File: src/rtl/qpwm_pkg.sv
package qpwm_pkg;

    localparam int NCH   = 4;
    localparam int SEL_W = 3;
    localparam int CTL_W = 4;
    localparam int DIV_W = 4;

    // control nibble bit positions
    localparam int CTL_EN  = 0;
    localparam int CTL_INV = 2;
    localparam int CTL_TGL = 3;

    // shared register offsets
    localparam int A_PRE = 'h00;
    localparam int A_SEL = 'h04;
    localparam int A_CTL = 'h08;
    localparam int A_IEN = 'h3C;
    localparam int A_STS = 'h40;

    function automatic int per_off(input int c);
        return 'h0C + 12 * c;
    endfunction

    function automatic int cmp_off(input int c);
        return 'h10 + 12 * c;
    endfunction

    function automatic int cnt_off(input int c);
        return 'h14 + 12 * c;
    endfunction

    function automatic int act_off(input int c);
        return 'h44 + 4 * c;
    endfunction

    // control nibble lsb: 0, 8, 12, 16
    function automatic int ctl_lsb(input int c);
        return (c == 0) ? 0 : 4 + 4 * c;
    endfunction

    // divider code -> terminal count (divide factor minus one)
    function automatic logic [DIV_W-1:0] div_last(input logic [SEL_W-1:0] code);
        logic [DIV_W-1:0] r;
        case (code)
            3'd0:    r = 4'd1;
            3'd1:    r = 4'd3;
            3'd2:    r = 4'd7;
            3'd3:    r = 4'd15;
            default: r = 4'd0;
        endcase
        return r;
    endfunction

endpackage

File: src/rtl/qpwm_prescaler.sv
module qpwm_prescaler #(
    parameter int PRE_W = 8
) (
    input  logic             clk,
    input  logic             rst_n,
    input  logic             active,
    input  logic [PRE_W-1:0] limit,
    output logic             tick
);

    typedef struct packed {
        logic [PRE_W-1:0] cnt;
    } st_t;

    st_t s_d, s_q;

    always_comb begin
        s_d  = s_q;
        tick = active && (s_q.cnt >= limit);
        if (!active || tick) begin
            s_d.cnt = '0;
        end else begin
            s_d.cnt = s_q.cnt + 1'b1;
        end
    end

    always_ff @(posedge clk or negedge rst_n) begin
        if (!rst_n) s_q <= '0;
        else        s_q <= s_d;
    end

endmodule

File: src/rtl/qpwm_channel.sv
module qpwm_channel
    import qpwm_pkg::*;
#(
    parameter int CNT_W = 16
) (
    input  logic             clk,
    input  logic             rst_n,
    input  logic             en,
    input  logic             toggle,
    input  logic             inv,
    input  logic [SEL_W-1:0] sel,
    input  logic [CNT_W-1:0] per_in,
    input  logic [CNT_W-1:0] cmp_in,
    input  logic             pre_tick,
    output logic             pwm,
    output logic             zero_evt,
    output logic             run,
    output logic [CNT_W-1:0] cnt,
    output logic [CNT_W-1:0] per_act,
    output logic [CNT_W-1:0] cmp_act
);

    typedef struct packed {
        logic             en_prev;
        logic             run;
        logic [CNT_W-1:0] cnt;
        logic [CNT_W-1:0] per;
        logic [CNT_W-1:0] cmp;
        logic [DIV_W-1:0] div;
    } st_t;

    st_t s_d, s_q;

    logic [DIV_W-1:0] last;
    logic             start;
    logic             step;
    logic             raw;

    always_comb begin
        s_d       = s_q;
        last      = div_last(sel);
        start     = en && !s_q.en_prev;
        step      = s_q.run && pre_tick && (s_q.div >= last);
        s_d.en_prev = en;

        if (s_q.run && pre_tick) begin
            s_d.div = step ? '0 : s_q.div + 1'b1;
        end

        if (!en) begin
            s_d.run = 1'b0;
        end else if (start) begin
            s_d.run = 1'b1;
            s_d.cnt = per_in;
            s_d.per = per_in;
            s_d.cmp = cmp_in;
            s_d.div = '0;
        end else if (step) begin
            if (s_q.cnt == '0) begin
                if (toggle) begin
                    s_d.cnt = per_in;
                    s_d.per = per_in;
                    s_d.cmp = cmp_in;
                end else begin
                    s_d.run = 1'b0;
                end
            end else begin
                s_d.cnt = s_q.cnt - 1'b1;
            end
        end

        zero_evt = en && !start && step && (s_q.cnt == '0);
        raw      = s_q.run && (s_q.per != '0) && (s_q.cnt <= s_q.cmp);
        pwm      = en && (raw ^ inv);
        run      = s_q.run;
        cnt      = s_q.cnt;
        per_act  = s_q.per;
        cmp_act  = s_q.cmp;
    end

    always_ff @(posedge clk or negedge rst_n) begin
        if (!rst_n) s_q <= '0;
        else        s_q <= s_d;
    end

endmodule

File: src/rtl/qpwm_timer.sv
module qpwm_timer
    import qpwm_pkg::*;
#(
    parameter int ADDR_W = 8,
    parameter int CNT_W  = 16,
    parameter int PRE_W  = 8
) (
    input  logic              clk,
    input  logic              rst_n,
    input  logic [ADDR_W-1:0] bus_addr,
    input  logic              bus_we,
    input  logic [31:0]       bus_wdata,
    output logic [31:0]       bus_rdata,
    output logic [NCH-1:0]    pwm_o,
    output logic              irq_o
);

    localparam int NPAIR = NCH / 2;

    typedef struct packed {
        logic [NPAIR-1:0][PRE_W-1:0] pre;
        logic [NCH-1:0][SEL_W-1:0]   sel;
        logic [NCH-1:0][CTL_W-1:0]   ctl;
        logic [NCH-1:0][CNT_W-1:0]   per;
        logic [NCH-1:0][CNT_W-1:0]   cmp;
        logic [NCH-1:0]              ien;
        logic [NCH-1:0]              sts;
    } regs_t;

    regs_t r_d, r_q;

    logic [NPAIR-1:0]            pre_tick;
    logic [NCH-1:0]              ch_en, ch_inv, ch_tgl, ch_run, ch_zero;
    logic [NCH-1:0][CNT_W-1:0]   ch_cnt, ch_per, ch_cmp;
    logic [NCH-1:0]              sts_clr;

    for (genvar c = 0; c < NCH; c++) begin : g_ctl
        assign ch_en[c]  = r_q.ctl[c][CTL_EN];
        assign ch_inv[c] = r_q.ctl[c][CTL_INV];
        assign ch_tgl[c] = r_q.ctl[c][CTL_TGL];
    end

    for (genvar p = 0; p < NPAIR; p++) begin : g_pre
        qpwm_prescaler #(.PRE_W(PRE_W)) u_pre (
            .clk    (clk),
            .rst_n  (rst_n),
            .active (ch_en[2*p] | ch_en[2*p+1]),
            .limit  (r_q.pre[p]),
            .tick   (pre_tick[p])
        );
    end

    for (genvar c = 0; c < NCH; c++) begin : g_ch
        qpwm_channel #(.CNT_W(CNT_W)) u_ch (
            .clk      (clk),
            .rst_n    (rst_n),
            .en       (ch_en[c]),
            .toggle   (ch_tgl[c]),
            .inv      (ch_inv[c]),
            .sel      (r_q.sel[c]),
            .per_in   (r_q.per[c]),
            .cmp_in   (r_q.cmp[c]),
            .pre_tick (pre_tick[c/2]),
            .pwm      (pwm_o[c]),
            .zero_evt (ch_zero[c]),
            .run      (ch_run[c]),
            .cnt      (ch_cnt[c]),
            .per_act  (ch_per[c]),
            .cmp_act  (ch_cmp[c])
        );
    end

    // next-state of the register file
    always_comb begin
        r_d     = r_q;
        sts_clr = '0;
        if (bus_we) begin
            if (bus_addr == ADDR_W'(A_PRE)) r_d.pre = bus_wdata[NPAIR*PRE_W-1:0];
            if (bus_addr == ADDR_W'(A_IEN)) r_d.ien = bus_wdata[NCH-1:0];
            if (bus_addr == ADDR_W'(A_STS)) sts_clr = bus_wdata[NCH-1:0];
            for (int c = 0; c < NCH; c++) begin
                if (bus_addr == ADDR_W'(A_SEL)) r_d.sel[c] = bus_wdata[4*c +: SEL_W];
                if (bus_addr == ADDR_W'(A_CTL)) r_d.ctl[c] = bus_wdata[ctl_lsb(c) +: CTL_W];
                if (bus_addr == ADDR_W'(per_off(c))) r_d.per[c] = bus_wdata[CNT_W-1:0];
                if (bus_addr == ADDR_W'(cmp_off(c))) r_d.cmp[c] = bus_wdata[CNT_W-1:0];
            end
        end
        r_d.sts = (r_q.sts & ~sts_clr) | ch_zero;
    end

    // read decode
    always_comb begin
        bus_rdata = '0;
        if (bus_addr == ADDR_W'(A_PRE)) bus_rdata = 32'(r_q.pre);
        if (bus_addr == ADDR_W'(A_IEN)) bus_rdata = 32'(r_q.ien);
        if (bus_addr == ADDR_W'(A_STS)) bus_rdata = 32'(r_q.sts);
        for (int c = 0; c < NCH; c++) begin
            if (bus_addr == ADDR_W'(A_SEL)) bus_rdata[4*c +: SEL_W] = r_q.sel[c];
            if (bus_addr == ADDR_W'(A_CTL)) bus_rdata[ctl_lsb(c) +: CTL_W] = r_q.ctl[c];
            if (bus_addr == ADDR_W'(per_off(c))) bus_rdata = 32'(r_q.per[c]);
            if (bus_addr == ADDR_W'(cmp_off(c))) bus_rdata = 32'(r_q.cmp[c]);
            if (bus_addr == ADDR_W'(cnt_off(c))) bus_rdata = 32'(ch_cnt[c]);
            if (bus_addr == ADDR_W'(act_off(c))) bus_rdata = 32'(ch_cmp[c]);
        end
    end

    assign irq_o = |(r_q.sts & r_q.ien);

    always_ff @(posedge clk or negedge rst_n) begin
        if (!rst_n) r_q <= '0;
        else        r_q <= r_d;
    end

endmodule

File: config.mk
export PLATFORM = sky130hd
export DESIGN_NAME = qpwm_timer
export DESIGN_NICKNAME = d
export VERILOG_FILES = /design/src/rtl/qpwm_pkg.sv /design/src/rtl/qpwm_prescaler.sv /design/src/rtl/qpwm_channel.sv /design/src/rtl/qpwm_timer.sv
export SDC_FILE = /design/constraint.sdc
export NUM_CORES = 1
export LEC_CHECK = 0
export ABC_AREA = 0
export ABC_CLOCK_PERIOD_IN_PS = 8200
export CAP_MARGIN = 10
export CORE_MARGIN = 4
export CORE_UTILIZATION = 65
export CTS_CLUSTER_SIZE = 30
export DETAILED_ROUTE_END_ITERATION = 10
export DONT_BUFFER_PORTS = 1
export PLACE_DENSITY_LB_ADDON = 0.12
export SYNTH_ARGS = -nofsm -noshare
export SYNTH_HDL_FRONTEND = slang
export SYNTH_SLANG_ARGS = --single-unit
export TNS_END_PERCENT = 100
File: constraint.sdc
create_clock -name clk -period 8.2 [get_ports clk]
set_clock_uncertainty 0.2 [all_clocks]
set_input_delay 1.64 -clock clk [delete_from_list [all_inputs] [get_ports clk]]
set_output_delay 1.64 -clock clk [all_outputs]
set_load 0.01 [all_outputs]
==> flow_summary.toml, run 1 <==
[synthesis]
ys_top_cells_by_area = "dfrtp_1 44%, mux2_2 13%, ha_1 5.7%, o21ai_0 3.1%, a21oi_1 2.5%"
syn-mean-instance-area_um2 = 10.29
cell_taking_the_most_area_after_synthesis = "dfrtp_1"
unique_masters_post_synth = 93
ys_async_sr_fraction_pct = 100.0
synth_most_common_cell = "dfrtp_1"
synth_enable_flop_cells = 0
synth_area_um2 = 23390
ys_warn_count = 0
synth-main-ff-cell = "dfrtp_1"
synth_largest_type_area_fraction_pct = 44.08
synth.ff_latch_count = 412
ys_seq_area_share_pct = 44.08
synth.top_cells.by_count = "412 x dfrtp_1, 275 x mux2_2, 154 x nor2_1"
syn-instance-count = 2274

[timing]
hold_violations = 0
slew_viol_final = 118
minimum_clock_period_after_layout_ns = 6.487
finalSetupViolCount = 0
slew_headroom_pct = -12.21
layout_worst_path_cycle_share_pct = 79.11
tightest_slew_ns = 1.683
grt_setup_unrepaired = "false"
setup_tns_ns = 0
clock.fmax_mhz = 154.2

[placement]
place_inst = 2640
gp_congestion = 1.018
detailed_place_hpwl_um = 55260
portBuffers = 0

[clock_network]
cts_tree = "yes"
cts_buffer_depth = 3
cts.reportedPaths.clkPinSlew_ns = 0.06
cts_setup_buffers = 0
post_cts.resized_instances = 0
cts_hold_bufs = 0
total_clock_sinks = 412
root_buffer_cell = "clkbuf_16"
cts-htree-levels = 2
insertion_delay_ns = 0.58
cts_inserted_buffers = 44

[detailed_routing]
vias_per_cell = 7.207
wl_per_cell_um = 29.08
drc = 0
drt_pass1_iterations = 8
drt-initial-drc-count = 2418
drt-total-wl_um = 78960
dr_total_vias = 19566
detail-route-antenna-nets = 0

[global_route]
grt_use_total_pct = 40.02
number_of_antenna_violations_at_the_first_check_in_global_routing = 1
grt_overflow = 0
global_route_wire_length_before_repair_um = 117800
grt_max_degree = 413
first_global_vias = 18719

[critical_path]
rr_startpoint = "g_ch[0].u_ch.cnt[0]"
crit_start = "bus_addr[1]"
r2r_end = "g_ch[0].u_ch.cnt[15]"
endpoint = "bus_rdata[1]"
end_kind = "primary output"
crit_fanout = 10
r2r_slack_ns = 4.12
worst-endpoint-arrival_ns = 4.65
critical_path_required_ns = 6.36
path_type_of_the_worst_setup_path = "input pin to primary output"
r2r.worst_path.cells = 8
crit_path_start_kind = "input pin"

[pwr]
pwr_density_cell_nw_per_um2 = 228.7
peakVddDrop_mv = 0.2147
power_leakage_uw = 0.01141

[cells_and_area]
n_fill_cell = 2659
finish.utilization_pct = 70.51
post_route_cells_drive_above_1_share_pct = 19.58
fin_nets = 2374
area_growth_syn_to_layout_pct = 7.216
final-instance-count-excl-fill = 2715

[die]
standard_cell_core_area_um2 = 35570
num_rows = 69
starting_density_of_the_core_pct = 65.76
die-area_um2 = 39090
die_h_um = 197.7
ioPinCount = 80
die_w_um = 197.7

[job]
max_capacitance_violation_count = 0

[worst_hold_path]
min_path_type = "flip-flop to flip-flop"

[run_status]
violated_checks = "max-slew violations"
run_status = "complete, but fails checks"
[flip-flops by register name, indices dropped and copies added (netlist names)]
name / cells
g_ch.u_ch.cmp_act: 64
ch_inv: 4
g_ch.u_ch.run: 4
g_pre.u_pre.s_q: 16
ch_en: 4
g_ch.u_ch.s_q: 20
ch_tgl: 4
r_q: 168
g_ch.u_ch.cnt: 64
g_ch.u_ch.per_act: 64
[area by class of cell]
cell class,count,area [um2],area share [%]
Clock buffer,60,1262,5.034
Timing Repair Buffer,25,187.7,0.7484
Inverter,116,435.4,1.736
Clock inverter,13,128.9,0.5139
Antenna cell,2,5.005,0.01996
Tap cell,461,576.8,2.300
Multi-Input combinational cell,1626,12170,48.54
Sequential cell,412,10310,41.11
[report_power, final]
group / switching (uW) / internal [uW]
registers: 386 / 2220
logic: 627 / 527
clock network: 835 / 1140
[critical path, cell delays in order]
cell	delay, ns
or4_1	0.81
nor2_1	0.62
o22ai_1	0.24
o311a_1	0.16
o31ai_1	0.41
a211oi_1	0.18
o21ai_0	0.57
[worst min-delay path by stage]
stage / startpoint / end / slack [ns] / cells after the start
floorplan: ch_en[0] / g_ch[0].u_ch.s_q[53] / 0.15 / 0
global placement: g_ch[2].u_ch.per_act[0] / g_ch[2].u_ch.per_act[0] / 0.26 / 2
detailed placement: g_ch[3].u_ch.per_act[0] / g_ch[3].u_ch.per_act[0] / 0.28 / 2
CTS: g_ch[3].u_ch.per_act[0] / g_ch[3].u_ch.per_act[0] / 0.29 / 2
global route: r_q[149] / r_q[149] / 0.30 / 1
finish: g_ch[2].u_ch.per_act[0] / g_ch[2].u_ch.per_act[0] / 0.29 / 2
[cell families (layout without fill, tap and decap cells)]
group,Yosys count,count (layout),synth area share (%)
muxes,320,320,15.80
buffers and inverters,247,214,4.504
DFF,412,412,44.08
AOI/OAI and AO/OA,551,551,15.49
and+or+nand+nor,616,616,13.66
other,1,14,0.01603
xor gates and xnor gates,21,21,0.7863
adders and majority gates,106,106,5.670
[metrics by stage]
stage / hold WS [ns] / instance area, um2 / total power, uW / setup slack, ns
detailed placement: 0.2765 / 23680 / 3740 / 1.826
global placement: 0.2650 / 23680 / 3682 / 1.805
floorplan: 0.1519 / 23430 / 3366 / 2.622
global route: 0.3030 / 25080 / 5970 / 1.654
finish: 0.2863 / 25080 / 5735 / 1.713
CTS: 0.2893 / 25070 / 5693 / 1.812
[layout by cell type (no fill, tap or decap), types with 9 or more instances in the layout]
master     synthesis  routed
clkbuf_16          0      45
nand2b_1          15      15
a32oi_1           10      10
xor2_1            12      12
o21ai_0          143     143
nor3_1            51      51
or4_1             12      12
or3_1             28      28
mux2_4            27      27
mux2_2           275     275
a21oi_1          117     116
a31oi_1           15      15
or2_2              9       9
nor2_1           154     154
nor4_1            35      35
nor2b_1           10      10
o211ai_1          19      19
o22ai_1           38      38
buf_4             16      25
mux2i_1           17      17
ha_1             106     106
a211oi_1          16      16
o21a_1            11      11
conb_1             1      12
xnor2_1            9       9
and3_1            21      21
a221oi_1          15      15
inv_1            113     113
a22oi_1           42      42
dfrtp_1          412     412
nand2_1          132     132
nand3_1           70      70
o221ai_1           9       9
nand4_1           22      22
[layer usage]
layer	routed length, um	GRT usage [%]	vias to the layer above	share of wire (%)
li1	-	-	8358	-
met1	31880	56.91	9737	40
met2	33550	57.78	1209	42
met3	8943	10.12	262	11
met4	4586	19.23	0	5.8
met5	0	0	-	0
Note: power is estimated with default switching activity, not from simulation.
==> run 2: changes to the inputs <==
--- a/config.mk
+++ b/config.mk
@@ -6,7 +6,7 @@
 export NUM_CORES = 1
 export LEC_CHECK = 0
 export ABC_AREA = 0
-export ABC_CLOCK_PERIOD_IN_PS = 8200
+export ABC_CLOCK_PERIOD_IN_PS = 6500
 export CAP_MARGIN = 10
 export CORE_MARGIN = 4
 export CORE_UTILIZATION = 65
==> constraint.sdc (replaced) <==
create_clock -name clk -period 6.5 [get_ports clk]
set_clock_uncertainty 0.2 [all_clocks]
set_input_delay 1.3 -clock clk [delete_from_list [all_inputs] [get_ports clk]]
set_output_delay 1.3 -clock clk [all_outputs]
set_load 0.01 [all_outputs]
==> flow_summary.toml, run 2 (same netlist as run 1, synthesis figures left out) <==
[cells_and_area]
fin_nets = 2382
layout.cells.most_common = "dfrtp_1"
register_with_the_most_flip_flops = "r_q"
post_route_cells_drive_above_1_share_pct = 20.16
final-instance-count-excl-fill = 2729
finish.utilization_pct = 71.12
mostFrequentLayoutCells = "412 x dfrtp_1, 275 x mux2_2, 154 x nor2_1"
n_fill_cell = 2626
largest_reg_flops = 168
area_growth_syn_to_layout_pct = 8.152

[clock_network]
insertion_delay_ns = 0.59
total_clock_sinks = 412
cts_hold_bufs = 0
cts-htree-levels = 2
cts_inserted_buffers = 45
post_cts.resized_instances = 0
cts_setup_buffers = 0
root_buffer_cell = "clkbuf_16"
cts_buffer_depth = 3
cts.reportedPaths.clkPinSlew_ns = 0.06
cts_tree = "yes"

[placement]
gp_congestion = 0.9920
place_inst = 2647
detailed_place_hpwl_um = 56120
portBuffers = 0

[pwr]
pwr_density_cell_nw_per_um2 = 295.9
power_leakage_uw = 0.01151
peakVddDrop_mv = 0.2841

[timing]
slew_viol_final = 82
layout_worst_path_cycle_share_pct = 84.96
slew_headroom_pct = -5.699
clock.fmax_mhz = 181.1
tightest_slew_ns = 1.585
grt_setup_unrepaired = "false"
minimum_clock_period_after_layout_ns = 5.522
finalSetupViolCount = 0
setup_tns_ns = 0
hold_violations = 0

[die]
num_rows = 69
starting_density_of_the_core_pct = 65.76
ioPinCount = 80
die-area_um2 = 39090
standard_cell_core_area_um2 = 35570
die_h_um = 197.7
die_w_um = 197.7

[run_status]
violated_checks = "max-slew violations"
run_status = "complete, but fails checks"

[critical_path]
crit_path_start_kind = "input pin"
critical_path_required_ns = 5.00
crit_fanout = 21
path_type_of_the_worst_setup_path = "input pin to primary output"
worst-endpoint-arrival_ns = 4.02
end_kind = "primary output"

[detailed_routing]
wl_per_cell_um = 29.39
dr_total_vias = 19810
vias_per_cell = 7.259
drt_pass1_iterations = 8
detail-route-antenna-nets = 0
drt-initial-drc-count = 2574
drt-total-wl_um = 80210
drc = 0

[global_route]
grt_use_total_pct = 40.46
grt_overflow = 0
globalRouteMet3Util_pct = 10.33
grt.met1_usage_pct = 58.13
first_global_vias = 19065
global_route_wire_length_before_repair_um = 119500
number_of_antenna_violations_at_the_first_check_in_global_routing = 3
grt_max_degree = 413
gr-usage-met2_pct = 58.52
top_usage_layer = "met2"

[job]
max_capacitance_violation_count = 0

[worst_hold_path]
min_path_type = "input pin to async pin"
[run 2: per-layer routing]
layer	wire, um	vias to the layer above
li1	-	8374
met1	32130	9880
met2	34150	1282
met3	9549	274
met4	4372	0
met5	0	-
[run 2: worst max-delay path, cell delays in order]
cell	delay, ns
or4_1	0.83
nor2_1	0.48
a31oi_1	0.14
o22ai_1	0.29
o211ai_1	0.18
a221oi_1	0.35
a2bb2oi_1	0.45
[run 2: power breakdown]
part	leakage, uW	switching [uW]	internal (uW)
Combinational	0.00513	790	664
Clock	0.000758	1090	1640
Sequential	0.00562	501	2800
Total	0.0115	2380	5110
[run 2: area by class of cell]
class | count | area, um2 | area share, %
Timing Repair Buffer | 32 | 240.2 | 0.9496
Sequential cell | 412 | 10310 | 40.75
Antenna cell | 1 | 2.502 | 0.009892
Clock buffer | 59 | 1259 | 4.976
Clock inverter | 22 | 301.5 | 1.192
Inverter | 116 | 435.4 | 1.721
Tap cell | 461 | 576.8 | 2.280
Multi-Input combinational cell | 1626 | 12170 | 48.12
[run 2: final timing paths]
| check | slack [ns] | from | endpoint | cells past startpoint |
|---|---|---|---|---|
| worst max-delay path | 0.98 | bus_addr[4] | bus_rdata[3] | 7 |
| worst min-delay path | 0.23 | rst_n | g_ch[1].u_ch.s_q[2] | 0 |
| worst max register to register | 2.21 | g_ch[0].u_ch.cnt[0] | g_ch[0].u_ch.cmp_act[6] | 8 |
| worst min register to register | 0.30 | g_ch[3].u_ch.s_q[53] | g_ch[3].u_ch.run | 1 |
| max in group asynchronous | 4.60 | rst_n | g_ch[2].u_ch.per_act[3] | 0 |
| min in group clk | 0.30 | g_ch[3].u_ch.s_q[53] | g_ch[3].u_ch.run | 1 |
[run 2: through the flow]
step | hold WS (ns) | power [uW] | setup WS [ns] | instance area (um2)
after floorplan | 0.1519 | 4247 | 1.602 | 23430
after global placement | 0.2675 | 4657 | 1.003 | 23740
after detailed placement | 0.2878 | 4724 | 1.042 | 23740
after CTS | 0.2022 | 7430 | 1.030 | 25300
after global routing | 0.2029 | 7801 | 0.8726 | 25300
final | 0.2278 | 7486 | 0.9779 | 25300
